[src/rtl/dpsk_mod_pkg.sv]
package dpsk_mod_pkg;

  typedef enum logic {
    MODE_QUAD = 1'b0,
    MODE_OCT  = 1'b1
  } psk_mode_e;

  // Carrier grid: 40 points per cycle so a quarter period is an integer step
  localparam int GRID_PTS = 40;
  localparam int GRID_QTR = GRID_PTS / 4;
  localparam int GRID_PH  = GRID_PTS / 8;

  function automatic logic [2:0] gray_to_bin(input logic [2:0] g);
    gray_to_bin = {g[2], g[2] ^ g[1], g[2] ^ g[1] ^ g[0]};
  endfunction

  // Phase step in units of pi/4
  function automatic logic [2:0] phase_step(input psk_mode_e m, input logic [2:0] sym);
    logic [2:0] b;
    if (m == MODE_OCT) begin
      b = gray_to_bin(sym);
      phase_step = b;
    end else begin
      b = gray_to_bin({1'b0, sym[1:0]});
      phase_step = {b[1:0], 1'b0};
    end
  endfunction

  // cos(r * 9 deg) scaled to 2047, r in 0..10
  function automatic logic signed [11:0] qtr_cos(input int r);
    case (r)
      0:       qtr_cos = 12'sd2047;
      1:       qtr_cos = 12'sd2022;
      2:       qtr_cos = 12'sd1947;
      3:       qtr_cos = 12'sd1824;
      4:       qtr_cos = 12'sd1656;
      5:       qtr_cos = 12'sd1447;
      6:       qtr_cos = 12'sd1203;
      7:       qtr_cos = 12'sd929;
      8:       qtr_cos = 12'sd633;
      9:       qtr_cos = 12'sd320;
      default: qtr_cos = 12'sd0;
    endcase
  endfunction

  // cos(2*pi*n/40) by quarter-wave symmetry
  function automatic logic signed [11:0] grid_cos(input int n);
    int m;
    int q;
    int r;
    m = n % GRID_PTS;
    q = m / GRID_QTR;
    r = m % GRID_QTR;
    case (q)
      0:       grid_cos = qtr_cos(r);
      1:       grid_cos = -qtr_cos(GRID_QTR - r);
      2:       grid_cos = -qtr_cos(r);
      default: grid_cos = qtr_cos(GRID_QTR - r);
    endcase
  endfunction

endpackage

[src/rtl/dpsk_sym_packer.sv]
module dpsk_sym_packer
  import dpsk_mod_pkg::*;
(
  input  logic      clk,
  input  logic      rst_n,
  input  logic      clr_i,
  input  logic      en_i,
  input  psk_mode_e mode_i,
  input  logic      bit_vld_i,
  input  logic      bit_i,
  input  logic      take_i,
  output logic      ready_o,
  output logic      full_o,
  output logic [2:0] sym_o
);

  logic [2:0] sh_q, sh_d;
  logic [1:0] cnt_q, cnt_d;
  logic [1:0] need;

  always_comb begin
    need    = (mode_i == MODE_OCT) ? 2'd3 : 2'd2;
    full_o  = (cnt_q == need);
    ready_o = en_i && !full_o;
    sym_o   = (mode_i == MODE_OCT) ? sh_q : {1'b0, sh_q[1:0]};
  end

  always_comb begin
    sh_d  = sh_q;
    cnt_d = cnt_q;
    if (clr_i) begin
      sh_d  = '0;
      cnt_d = '0;
    end else if (take_i) begin
      cnt_d = '0;
    end else if (bit_vld_i && ready_o) begin
      sh_d  = {sh_q[1:0], bit_i};
      cnt_d = cnt_q + 2'd1;
    end
  end

  always_ff @(posedge clk or negedge rst_n) begin
    if (!rst_n) begin
      sh_q  <= '0;
      cnt_q <= '0;
    end else begin
      sh_q  <= sh_d;
      cnt_q <= cnt_d;
    end
  end

endmodule

[src/rtl/dpsk_seq_ctrl.sv]
module dpsk_seq_ctrl
  import dpsk_mod_pkg::*;
#(
  parameter int SPS     = 10,
  parameter int PKT_LEN = 16777216
) (
  input  logic                       clk,
  input  logic                       rst_n,
  input  logic                       start_i,
  input  logic                       idle_i,
  input  psk_mode_e                  mode_i,
  input  logic                       full_i,
  input  logic [2:0]                 sym_i,
  output logic                       run_o,
  output psk_mode_e                  mode_o,
  output logic [$clog2(SPS)-1:0]     idx_o,
  output logic [2:0]                 phase_o,
  output logic                       take_o,
  output logic                       und_o,
  output logic                       last_o,
  output logic                       clr_o
);

  localparam int IDX_W = $clog2(SPS);
  localparam int PKT_W = $clog2(PKT_LEN + 1);

  logic             run_q, run_d;
  logic [IDX_W-1:0] idx_q, idx_d;
  logic [PKT_W-1:0] pkt_q, pkt_d;
  logic [2:0]       ph_q, ph_d;
  logic             und_q, und_d;
  psk_mode_e        mode_q, mode_d;
  logic             wrap, acc;

  always_comb begin
    wrap   = run_q && (idx_q == IDX_W'(SPS - 1));
    last_o = run_q && (pkt_q == PKT_W'(PKT_LEN - 1));
    acc    = start_i && !run_q && idle_i;
    take_o = wrap && full_i;
    clr_o  = acc;
  end

  always_comb begin
    run_d  = run_q;
    idx_d  = idx_q;
    pkt_d  = pkt_q;
    ph_d   = ph_q;
    und_d  = und_q;
    mode_d = mode_q;
    if (acc) begin
      run_d  = 1'b1;
      idx_d  = '0;
      pkt_d  = '0;
      ph_d   = '0;
      und_d  = 1'b0;
      mode_d = mode_i;
    end else if (run_q) begin
      pkt_d = pkt_q + PKT_W'(1);
      if (last_o) run_d = 1'b0;
      if (wrap) begin
        idx_d = '0;
        if (full_i) begin
          ph_d  = ph_q + phase_step(mode_q, sym_i);
          und_d = 1'b0;
        end else begin
          und_d = 1'b1;
        end
      end else begin
        idx_d = idx_q + IDX_W'(1);
      end
    end
  end

  always_ff @(posedge clk or negedge rst_n) begin
    if (!rst_n) begin
      run_q  <= 1'b0;
      idx_q  <= '0;
      pkt_q  <= '0;
      ph_q   <= '0;
      und_q  <= 1'b0;
      mode_q <= MODE_QUAD;
    end else begin
      run_q  <= run_d;
      idx_q  <= idx_d;
      pkt_q  <= pkt_d;
      ph_q   <= ph_d;
      und_q  <= und_d;
      mode_q <= mode_d;
    end
  end

  assign run_o   = run_q;
  assign mode_o  = mode_q;
  assign idx_o   = idx_q;
  assign phase_o = ph_q;
  assign und_o   = und_q;

endmodule

[src/rtl/dpsk_iq_mixer.sv]
module dpsk_iq_mixer
  import dpsk_mod_pkg::*;
#(
  parameter int SPS   = 10,
  parameter int OUT_W = 14
) (
  input  logic                    clk,
  input  logic                    rst_n,
  input  logic                    vld_i,
  input  logic                    last_i,
  input  logic                    und_i,
  input  logic [$clog2(SPS)-1:0]  idx_i,
  input  logic [2:0]              phase_i,
  output logic signed [OUT_W-1:0] smp_o,
  output logic                    vld_o,
  output logic                    last_o,
  output logic                    und_o,
  output logic                    busy_o
);

  localparam int STEP  = GRID_PTS / SPS;
  localparam int ACC_W = 25;
  localparam int SHIFT = 10;
  localparam logic signed [ACC_W-1:0] MAXV = ACC_W'((1 << (OUT_W - 1)) - 1);
  localparam logic signed [ACC_W-1:0] MINV = -MAXV - ACC_W'(1);

  logic signed [11:0] ci_d, cq_d, ia_d, qa_d;
  logic signed [11:0] ci_q, cq_q, ia_q, qa_q;
  logic               v1_q, l1_q, u1_q;
  logic               v2_q, l2_q, u2_q;
  logic signed [ACC_W-1:0] pa, pb, mac, scl;
  logic signed [OUT_W-1:0] sat_d, smp_q;

  // stage 1: carrier and constellation lookups
  always_comb begin
    ci_d = grid_cos(int'(idx_i) * STEP);
    cq_d = grid_cos(int'(idx_i) * STEP + GRID_QTR);
    ia_d = grid_cos(GRID_PH * int'(phase_i));
    qa_d = grid_cos(GRID_PTS + GRID_QTR - GRID_PH * int'(phase_i));
  end

  // stage 2: mix, scale, saturate
  always_comb begin
    pa  = ia_q * ci_q;
    pb  = qa_q * cq_q;
    mac = pa + pb;
    scl = mac >>> SHIFT;
    if (scl > MAXV)      sat_d = MAXV[OUT_W-1:0];
    else if (scl < MINV) sat_d = MINV[OUT_W-1:0];
    else                 sat_d = scl[OUT_W-1:0];
  end

  always_ff @(posedge clk or negedge rst_n) begin
    if (!rst_n) begin
      ci_q  <= '0;
      cq_q  <= '0;
      ia_q  <= '0;
      qa_q  <= '0;
      v1_q  <= 1'b0;
      l1_q  <= 1'b0;
      u1_q  <= 1'b0;
      v2_q  <= 1'b0;
      l2_q  <= 1'b0;
      u2_q  <= 1'b0;
      smp_q <= '0;
    end else begin
      v1_q <= vld_i;
      l1_q <= vld_i && last_i;
      u1_q <= vld_i && und_i;
      if (vld_i) begin
        ci_q <= ci_d;
        cq_q <= cq_d;
        ia_q <= ia_d;
        qa_q <= qa_d;
      end
      v2_q <= v1_q;
      l2_q <= v1_q && l1_q;
      u2_q <= v1_q && u1_q;
      if (v1_q) smp_q <= sat_d;
    end
  end

  assign smp_o  = smp_q;
  assign vld_o  = v2_q;
  assign last_o = l2_q;
  assign und_o  = u2_q;
  assign busy_o = v1_q || v2_q;

endmodule

[src/rtl/dpsk_passband_mod.sv]
module dpsk_passband_mod
  import dpsk_mod_pkg::*;
#(
  parameter int SPS     = 10,
  parameter int PKT_LEN = 16777216,
  parameter int OUT_W   = 14
) (
  input  logic                    clk,
  input  logic                    rst_n,
  input  logic                    start,
  input  logic                    mode_sel,
  input  logic                    in_valid,
  input  logic                    in_bit,
  output logic                    in_ready,
  output logic signed [OUT_W-1:0] out_sample,
  output logic                    out_valid,
  output logic                    out_underrun,
  output logic                    done
);

  localparam int IDX_W = $clog2(SPS);

  logic             run, take, seq_und, seq_last, clr;
  logic             sym_full, m_vld, m_last, m_busy;
  logic [2:0]       sym, seq_phase;
  logic [IDX_W-1:0] seq_idx;
  psk_mode_e        mode_q;
  logic             done_q, done_d;

  dpsk_seq_ctrl #(.SPS(SPS), .PKT_LEN(PKT_LEN)) u_seq (
    .clk     (clk),
    .rst_n   (rst_n),
    .start_i (start),
    .idle_i  (!m_busy),
    .mode_i  (psk_mode_e'(mode_sel)),
    .full_i  (sym_full),
    .sym_i   (sym),
    .run_o   (run),
    .mode_o  (mode_q),
    .idx_o   (seq_idx),
    .phase_o (seq_phase),
    .take_o  (take),
    .und_o   (seq_und),
    .last_o  (seq_last),
    .clr_o   (clr)
  );

  dpsk_sym_packer u_pack (
    .clk       (clk),
    .rst_n     (rst_n),
    .clr_i     (clr),
    .en_i      (run),
    .mode_i    (mode_q),
    .bit_vld_i (in_valid),
    .bit_i     (in_bit),
    .take_i    (take),
    .ready_o   (in_ready),
    .full_o    (sym_full),
    .sym_o     (sym)
  );

  dpsk_iq_mixer #(.SPS(SPS), .OUT_W(OUT_W)) u_mix (
    .clk     (clk),
    .rst_n   (rst_n),
    .vld_i   (run),
    .last_i  (seq_last),
    .und_i   (seq_und),
    .idx_i   (seq_idx),
    .phase_i (seq_phase),
    .smp_o   (out_sample),
    .vld_o   (m_vld),
    .last_o  (m_last),
    .und_o   (out_underrun),
    .busy_o  (m_busy)
  );

  always_comb begin
    done_d = done_q;
    if (clr)                  done_d = 1'b0;
    else if (m_vld && m_last) done_d = 1'b1;
  end

  always_ff @(posedge clk or negedge rst_n) begin
    if (!rst_n) done_q <= 1'b0;
    else        done_q <= done_d;
  end

  assign out_valid = m_vld;
  assign done      = done_q;

endmodule

[config.mk]
export PLATFORM = sky130hd
export DESIGN_NAME = dpsk_passband_mod
export DESIGN_NICKNAME = d
export VERILOG_FILES = /design/src/rtl/dpsk_mod_pkg.sv /design/src/rtl/dpsk_sym_packer.sv /design/src/rtl/dpsk_seq_ctrl.sv /design/src/rtl/dpsk_iq_mixer.sv /design/src/rtl/dpsk_passband_mod.sv
export SDC_FILE = /design/constraint.sdc
export NUM_CORES = 1
export LEC_CHECK = 0
export ABC_AREA = 1
export BUFFER_PORTS_ARGS = -buffer_cell sky130_fd_sc_hd__buf_4
export CORE_ASPECT_RATIO = 0.6
export CORE_UTILIZATION = 55
export CTS_CLUSTER_SIZE = 16
export DETAILED_ROUTE_END_ITERATION = 16
export PLACE_DENSITY = 0.71
export SETUP_SLACK_MARGIN = 0.15
export SLEW_MARGIN = 20
export SYNTH_ARGS = -nofsm -noshare
export SYNTH_HDL_FRONTEND = slang
export SYNTH_SLANG_ARGS = --single-unit
[constraint.sdc]
create_clock -name clk -period 13.5 [get_ports clk]
set_input_delay 0 -clock clk [delete_from_list [all_inputs] [get_ports clk]]
set_output_delay 0 -clock clk [all_outputs]
set_load 0.1 [all_outputs]
Yosys cells after proc, flatten, opt, wreduce, memory -nomap -nowiden
Memory sizes are Yosys's and may differ from the RTL's.
Cells that the tools add are included.
{"block": "word_totals", "input_bits": 6, "romBits": 2816, "n_memories": 16, "word_cells": 185, "output_inout_bits": 18, "register_bits": 109}
{"memory": "(no name shown)", "words": 16, "width": 11, "rd": 1, "rd_ports_with_merged_regs": 0, "wr": 0, "line": "dpsk_mod_pkg.sv:31", "rtl": "case (r)"}
{"memory": "(no name shown)", "words": 16, "width": 11, "rd": 1, "rd_ports_with_merged_regs": 0, "wr": 0, "line": "dpsk_mod_pkg.sv:31"}
{"memory": "(no name shown)", "words": 16, "width": 11, "rd": 1, "rd_ports_with_merged_regs": 0, "wr": 0, "line": "dpsk_mod_pkg.sv:31"}
{"memory": "(no name shown)", "words": 16, "width": 11, "rd": 1, "rd_ports_with_merged_regs": 0, "wr": 0, "line": "dpsk_mod_pkg.sv:31"}
{"memory": "(no name shown)", "words": 16, "width": 11, "rd": 1, "rd_ports_with_merged_regs": 0, "wr": 0, "line": "dpsk_mod_pkg.sv:31"}
{"memory": "(no name shown)", "words": 16, "width": 11, "rd": 1, "rd_ports_with_merged_regs": 0, "wr": 0, "line": "dpsk_mod_pkg.sv:31"}
{"memory": "10 more memories"}
{"block": "op_classes", "n_bitwise": 3, "n_reduce_logical": 37, "muxes": 61, "div": 12, "n_mul": 3, "eq_ne": 12, "n_addsub": 19, "order_cmp": 2}
{"operator": "$mux 12", "count": 24}
{"operator": "$logic_not 28->1", "count": 8}
{"operator": "$pmux 12 s3", "count": 4}
{"operator": "$div 32x5->32 const B", "count": 4}
{"operator": "$eq 32x1->1 const B", "count": 4}
{"operator": "$eq 32x2->1 const B", "count": 4}
{"operator": "$logic_not 32->1", "count": 4}
{"operator": "$mod 32x5->32 const B", "count": 4}
{"operator": "$sub 5x32->32 const A", "count": 4}
{"operator": "$mod 32x7->32 const B", "count": 3}
{"operator": "$neg 12->12", "count": 8}
{"operator": "$mux 25", "count": 2}
{"operator": "$mul 12x12->24", "count": 2}
{"operator": "$mux 3", "count": 13}
{"operator": "$mod 7x7->32 const B", "count": 1}
{"operator": "$sub 7x32->32 const A", "count": 1}
{"operator": "$mux 14", "count": 2}
{"operator": "$add 24x24->25", "count": 1}
{"operator": "$add 25x1->25 const B", "count": 1}
{"operator": "$eq 25x24->1 const B", "count": 1}
{"operator": "$gt 15x14->1 const B", "count": 1}
{"operator": "$lt 15x14->1 const B", "count": 1}
{"operator": "$logic_and 1x1->1", "count": 12}
{"operator": "$mux 4", "count": 3}
{"operator": "17 further kinds", "count": 37}

Logic depth before layout (Yosys ltp)
{"block": "logic_depth", "word_depth": 13, "mapped_depth": 63, "depth_no_buf": 62}

Hierarchy
Synthesis repeated with hierarchy kept, for this count alone.
{"block": "unflattened", "cells_unflattened": 3208, "hier_area_um2": 23072.1}
{"mod": "dpsk_iq_mixer", "cells_per_inst": 2867, "instances": 1, "seq_area_each_um2": 1701.6, "area_each_um2": 20627.3}
{"mod": "dpsk_seq_ctrl", "cells_per_inst": 285, "instances": 1, "seq_area_each_um2": 875.8, "area_each_um2": 2057.0}
{"mod": "dpsk_sym_packer", "cells_per_inst": 51, "instances": 1, "seq_area_each_um2": 125.1, "area_each_um2": 342.8}
{"mod": "dpsk_passband_mod", "cells_per_inst": 5, "instances": 1, "seq_area_each_um2": 25.0, "area_each_um2": 45.0}

Worst setup path before layout
Ideal clock, no wire load.
{"block": "synth_path", "kind": "register to register", "from": "reg u_mix.cq_q[5]", "to": "reg u_mix.smp_q[10], in the netlist u_mix.smp_o[10]", "t_arrival_ns": 7.288, "slack_ns": 6.075, "t_required_ns": 13.363, "synth_period_minus_slack_ns": 7.425, "path_stages_with_launch": 34, "n_path_buf": 2, "setup_ns": 0.137, "path_cell_list": "dfrtp_1 > clkbuf_1 > nand2_1 > fa_1 > inv_1 > fa_1 > ha_1 > fa_1 > inv_1 > fa_1 > fa_1 > inv_1 > fa_1 > ha_1 > a21oi_1 > nand2_1 > a21oi_1 > o21bai_1 > a21oi_1 > o21bai_1 > a21oi_1 > o21bai_1 > a21oi_1 > o21bai_1 > a21oi_1 > inv_1 > a31oi_1 > o31ai_1 > xor2_1 > inv_1 > nor2_1 > nor2_1 > clkbuf_1 > a21oi_1"}
{"block": "synth_between", "elab_chain_cells": 5, "word_cells_on_any_way": 6, "classes_between": "add/sub (1); mul (1); order compare (2); mux (2)"}
{"element": "start, declared", "line": "dpsk_iq_mixer.sv:28", "rtl": "logic signed [11:0] ci_q, cq_q, ia_q, qa_q;"}
{"element": "start signal, assigned", "line": "dpsk_iq_mixer.sv:72", "rtl": "cq_q <= cq_d;"}
{"element": "$mul 12x12->24 (*)", "line": "dpsk_iq_mixer.sv:45", "rtl": "pb = qa_q * cq_q;"}
{"element": "$add 24x24->25 (*)", "line": "dpsk_iq_mixer.sv:46", "rtl": "mac = pa + pb;"}
{"element": "$lt 15x14->1", "line": "dpsk_iq_mixer.sv:49", "rtl": "else if (scl < MINV) sat_d = MINV[OUT_W-1:0];"}
{"element": "$mux 14", "line": "dpsk_iq_mixer.sv:49"}
{"element": "$mux 14 (*)", "line": "dpsk_iq_mixer.sv:48", "rtl": "if (scl > MAXV) sat_d = MAXV[OUT_W-1:0];"}
{"element": "end signal, assigned", "line": "dpsk_iq_mixer.sv:79", "rtl": "if (v1_q) smp_q <= sat_d;"}
{"element": "end, declared", "line": "dpsk_iq_mixer.sv:32", "rtl": "logic signed [OUT_W-1:0] sat_d, smp_q;"}
Mark *: on every way between the ends. The rest lies on a longest branch, timed or not.
A chain may end at the register's enable or synchronous reset.

Final worst setup path
{"block": "layout_path", "from": "reg u_mix.cq_q[11]", "to": "reg u_mix.smp_q[7], in the netlist u_mix.smp_o[7]"}
Same word-level chain as after synthesis.

==> metrics.md <==
| Metric | Value |
|---|---|
| Status | finished, final reports clean |
| Initial antenna violation count | 2 |
| Final Hold Vio Count | 0 |
| Post-synthesis xor/xnor area fraction | 2.67% |
| Commonest non-fill, non-tap cells in the layout | nand2_1, inv_1, fa_1, nor2_1, nand3_1 |
| Clk_lat worst skew | 0.40 ns |
| EDFF count, synth | 0 |
| Final Cycle Share | 66.6% |
| Initial core utilization | 56.5% |
| Critical Path Most Common Cell | fa_1 |
| Average routed wire per standard cell | 16.7 um |
| Seq/Total Area, Yosys | 11.8% |
| Clk pin slew, worst setup/hold paths | 0.09 ns |
| Top cell type's share of synthesized area | 28.1% |
| Fmax | 111 MHz |
| CP arrival | 9.23 ns |
| CTS Buf Count | 9 |
| Io pins | 24 |
| Ys Warns | 0 |
| First-pass GRT wire length | 105000 um |
| Final net count | 3687 |
| Worst R2R Setup Slack | 4.50 ns |
| R2r worst-path depth | 28 |
| Vias in the first global route | 19820 |
| Vias | 20410 |
| Final instance area | 24000 um2 |
| Simple-Gate Fraction of Synth Area | 26.9% |
| Clock sinks | 109 |
| Gate Count Post-Synth | 3239 |
| Final setup vio count | 0 |
| Longest Clk Path Bufs | 2 |
| Post-DP HPWL | 53000 um |
| Total gr overflow | 0 |
| CP peak stage delay | 0.77 ns |
| Count of different cell masters after synthesis | 68 |
| Reg2reg start | u_mix.cq_q[11]$_DFFE_PN0P_ |
| Reg-to-reg critical path endpoint | u_mix.smp_o[7]$_DFFE_PN0P_ |
| TritonCTS clock tree | done |
| WL final | 62700 um |
| CP startpoint | u_mix.cq_q[11]$_DFFE_PN0P_ |
| Layout area overhead | 3.86% |
| Die W | 267 um |
| Worst-path fanout max | 13 |
| Post-synthesis mux area share | 0.0433% |
| Core ar. | 40900 um2 |
| H-tree depth | 3 |
| Die Footprint | 42900 um2 |
| Worst Setup End Kind | flop |
| Routability cong. | 0.947 |
| Synth top area cells | fa_1, nand2_1, dfrtp_1 |
| Largest net degree at the start of global routing | 74 |
| Synth Area in Adders | 36.6% |
| Buffers on Ports | 23 |
| Drt drc | 0 |
| Top FF cell, synth | dfrtp_1 |
| Setup bufs post-CTS | 0 |
| Post-route ant nets | 0 |
| Worst hold path type | input pin to flop |
| Rel. slew slack | 31.2% |
| CP endpoint | u_mix.smp_o[7]$_DFFE_PN0P_ |
| Biggest area consumer among synthesized cells | fa_1 |
| Placement row count | 57 |
| Post-synth ARST share | 100% |
| First-pass DRT Iterations | 6 |
| Slew Viols, Final | 0 |
| Die height | 161 um |
| CP max-delay cell | nor2_1 |
| Total GRT Usage | 31.2% |
| Storage cell area | 2730 um2 |
| Clk_skew | 0.0248 ns |
| Worst-Margin Slew | 1.03 ns |
| Startpoint Class | flop |
| Compound-Gate Fraction of Synth Area | 8.40% |
| Clk root buf | clkbuf_16 |
| Area of the multi-input gates | 17300 um2 |
| #FFs+latches synth | 109 |
| Dpl cell area | 23700 um2 |
| Synthesized area | 23100 um2 |
| Max_cap viols | 0 |
| Vias per cell | 5.42 |
| Fillcell total | 3838 |
| Mean Syn Cell Area | 7.14 um2 |
| Layout cell share with drive strength beyond 1 | 5.74% |
| RSZ-0062 raised after global routing | false |
| Initial drt markers | 1965 |
| CP Class | flop to flop |
| Setup tns final | 0 ns |
| Most common cell after layout, fill and taps aside | nand2_1 |
| Fin crit period | 9.00 ns |
| Critical Path RT | 13.73 ns |
| Largest family of logic cells by synthesized area | adder cells |
| Final design utilization | 58.7% |
cell usage after synthesis, types with 5 or more instances:
library cell	instances
nor4_1	8
nor3_1	28
inv_1	711
nand2_4	6
nor2_1	215
nor2_2	7
nand2_1	843
ha_1	156
o211ai_1	15
o21ai_1	17
o21bai_1	5
a31oi_1	12
xnor2_1	21
nand3b_1	7
nor2_4	5
or2_2	18
clkbuf_1	70
o21ai_2	5
clkinv_1	5
a221oi_1	5
nand3_1	174
o2111ai_1	8
xor2_1	45
dfrtp_1	109
nand2_2	42
o31ai_1	6
o21ai_0	115
nand3_2	16
a21oi_1	101
a211oi_1	8
inv_2	20
nand4_1	42
fa_1	325
o22ai_1	5
per-stage QoR:
stage,hold slack (ns),cells,setup WS [ns]
after CTS,0.0406,3765,4.68
after detailed placement,0.0421,3746,4.68
after global placement,0.0303,3746,4.88
after floorplan,-0.296,3241,6.07
after global routing,0.0633,3765,3.77
final,0.0725,3767,4.50
cell families after synthesis:
kind of cell / after synthesis
AO/OA/AOI/OAI: 330
XOR/XNOR: 68
adder cells (fa/ha/maj): 481
buffers and inverters: 822
flip-flops: 109
multiplexers: 1
other: 1
AND/OR/NAND/NOR: 1427
critical path, delay by kind of cell, from the launching register on:
family | cells | cell delay [ns]
AO/OA/AOI/OAI | 10 | 2.15
XOR/XNOR | 1 | 0.16
adder cells (fa/ha/maj) | 8 | 3.96
buffers and inverters | 6 | 0.73
flip-flops | 1 | 0.60
AND/OR/NAND/NOR | 3 | 1.21
final cells by class:
class	instances	area share, %
tap	560	2.92
sequential	109	11.4
inverter	738	11.5
multi-input combinational	2310	71.9
clock inverter	6	0.266
timing repair buffer	32	1.03
antenna	2	0.0208
clock buffer	10	0.995
state kept, by name, summed over array words and instances, names as in the netlist, 2 cells and up:
register	cells
u_seq.pkt_q	25
u_pack.sh_q	3
u_seq.idx_o	4
u_mix.cq_q	12
u_mix.ci_q	12
u_mix.ia_q	12
u_mix.qa_q	12
u_seq.phase_o	3
u_pack.cnt_q	2
u_mix.smp_o	14
timing repair:
item / in CTS / in global routing
endpoints found under the setup margin: 0 / 0
endpoints found under the hold margin: 38 / 0
hold buffers: 3 / 0
gates resized for setup: 0 / 0
worst min-delay path by stage:
stage,cells after the start,endpoint,slack (ns),from
5_1_grt,3,u_pack.sh_q[2]$_DFFE_PN0P_,0.06,in_valid
2_1_floorplan,0,done$_DFFE_PN0P_,-0.30,rst_n
6_report,3,u_pack.cnt_q[0]$_DFFE_PN0P_,0.07,in_valid
3_3_place_gp,1,u_mix.qa_q[4]$_DFFE_PN0P_,0.03,rst_n
4_1_cts,3,u_pack.cnt_q[0]$_DFFE_PN0P_,0.04,in_valid
3_5_place_dp,1,u_mix.qa_q[4]$_DFFE_PN0P_,0.04,rst_n
per-layer routing:
layer,wire length [um],GRT usage [%],vias up
met1,30500,48.6,9780
met2,24000,41.0,819
li1,-,-,9775
met4,493,3.68,0
met5,0,0,-
met3,7700,12.1,36
Power is left out: the tool's default activity adds up to more than one toggle a clock period on the data nets, which glitch-free logic cannot reach.
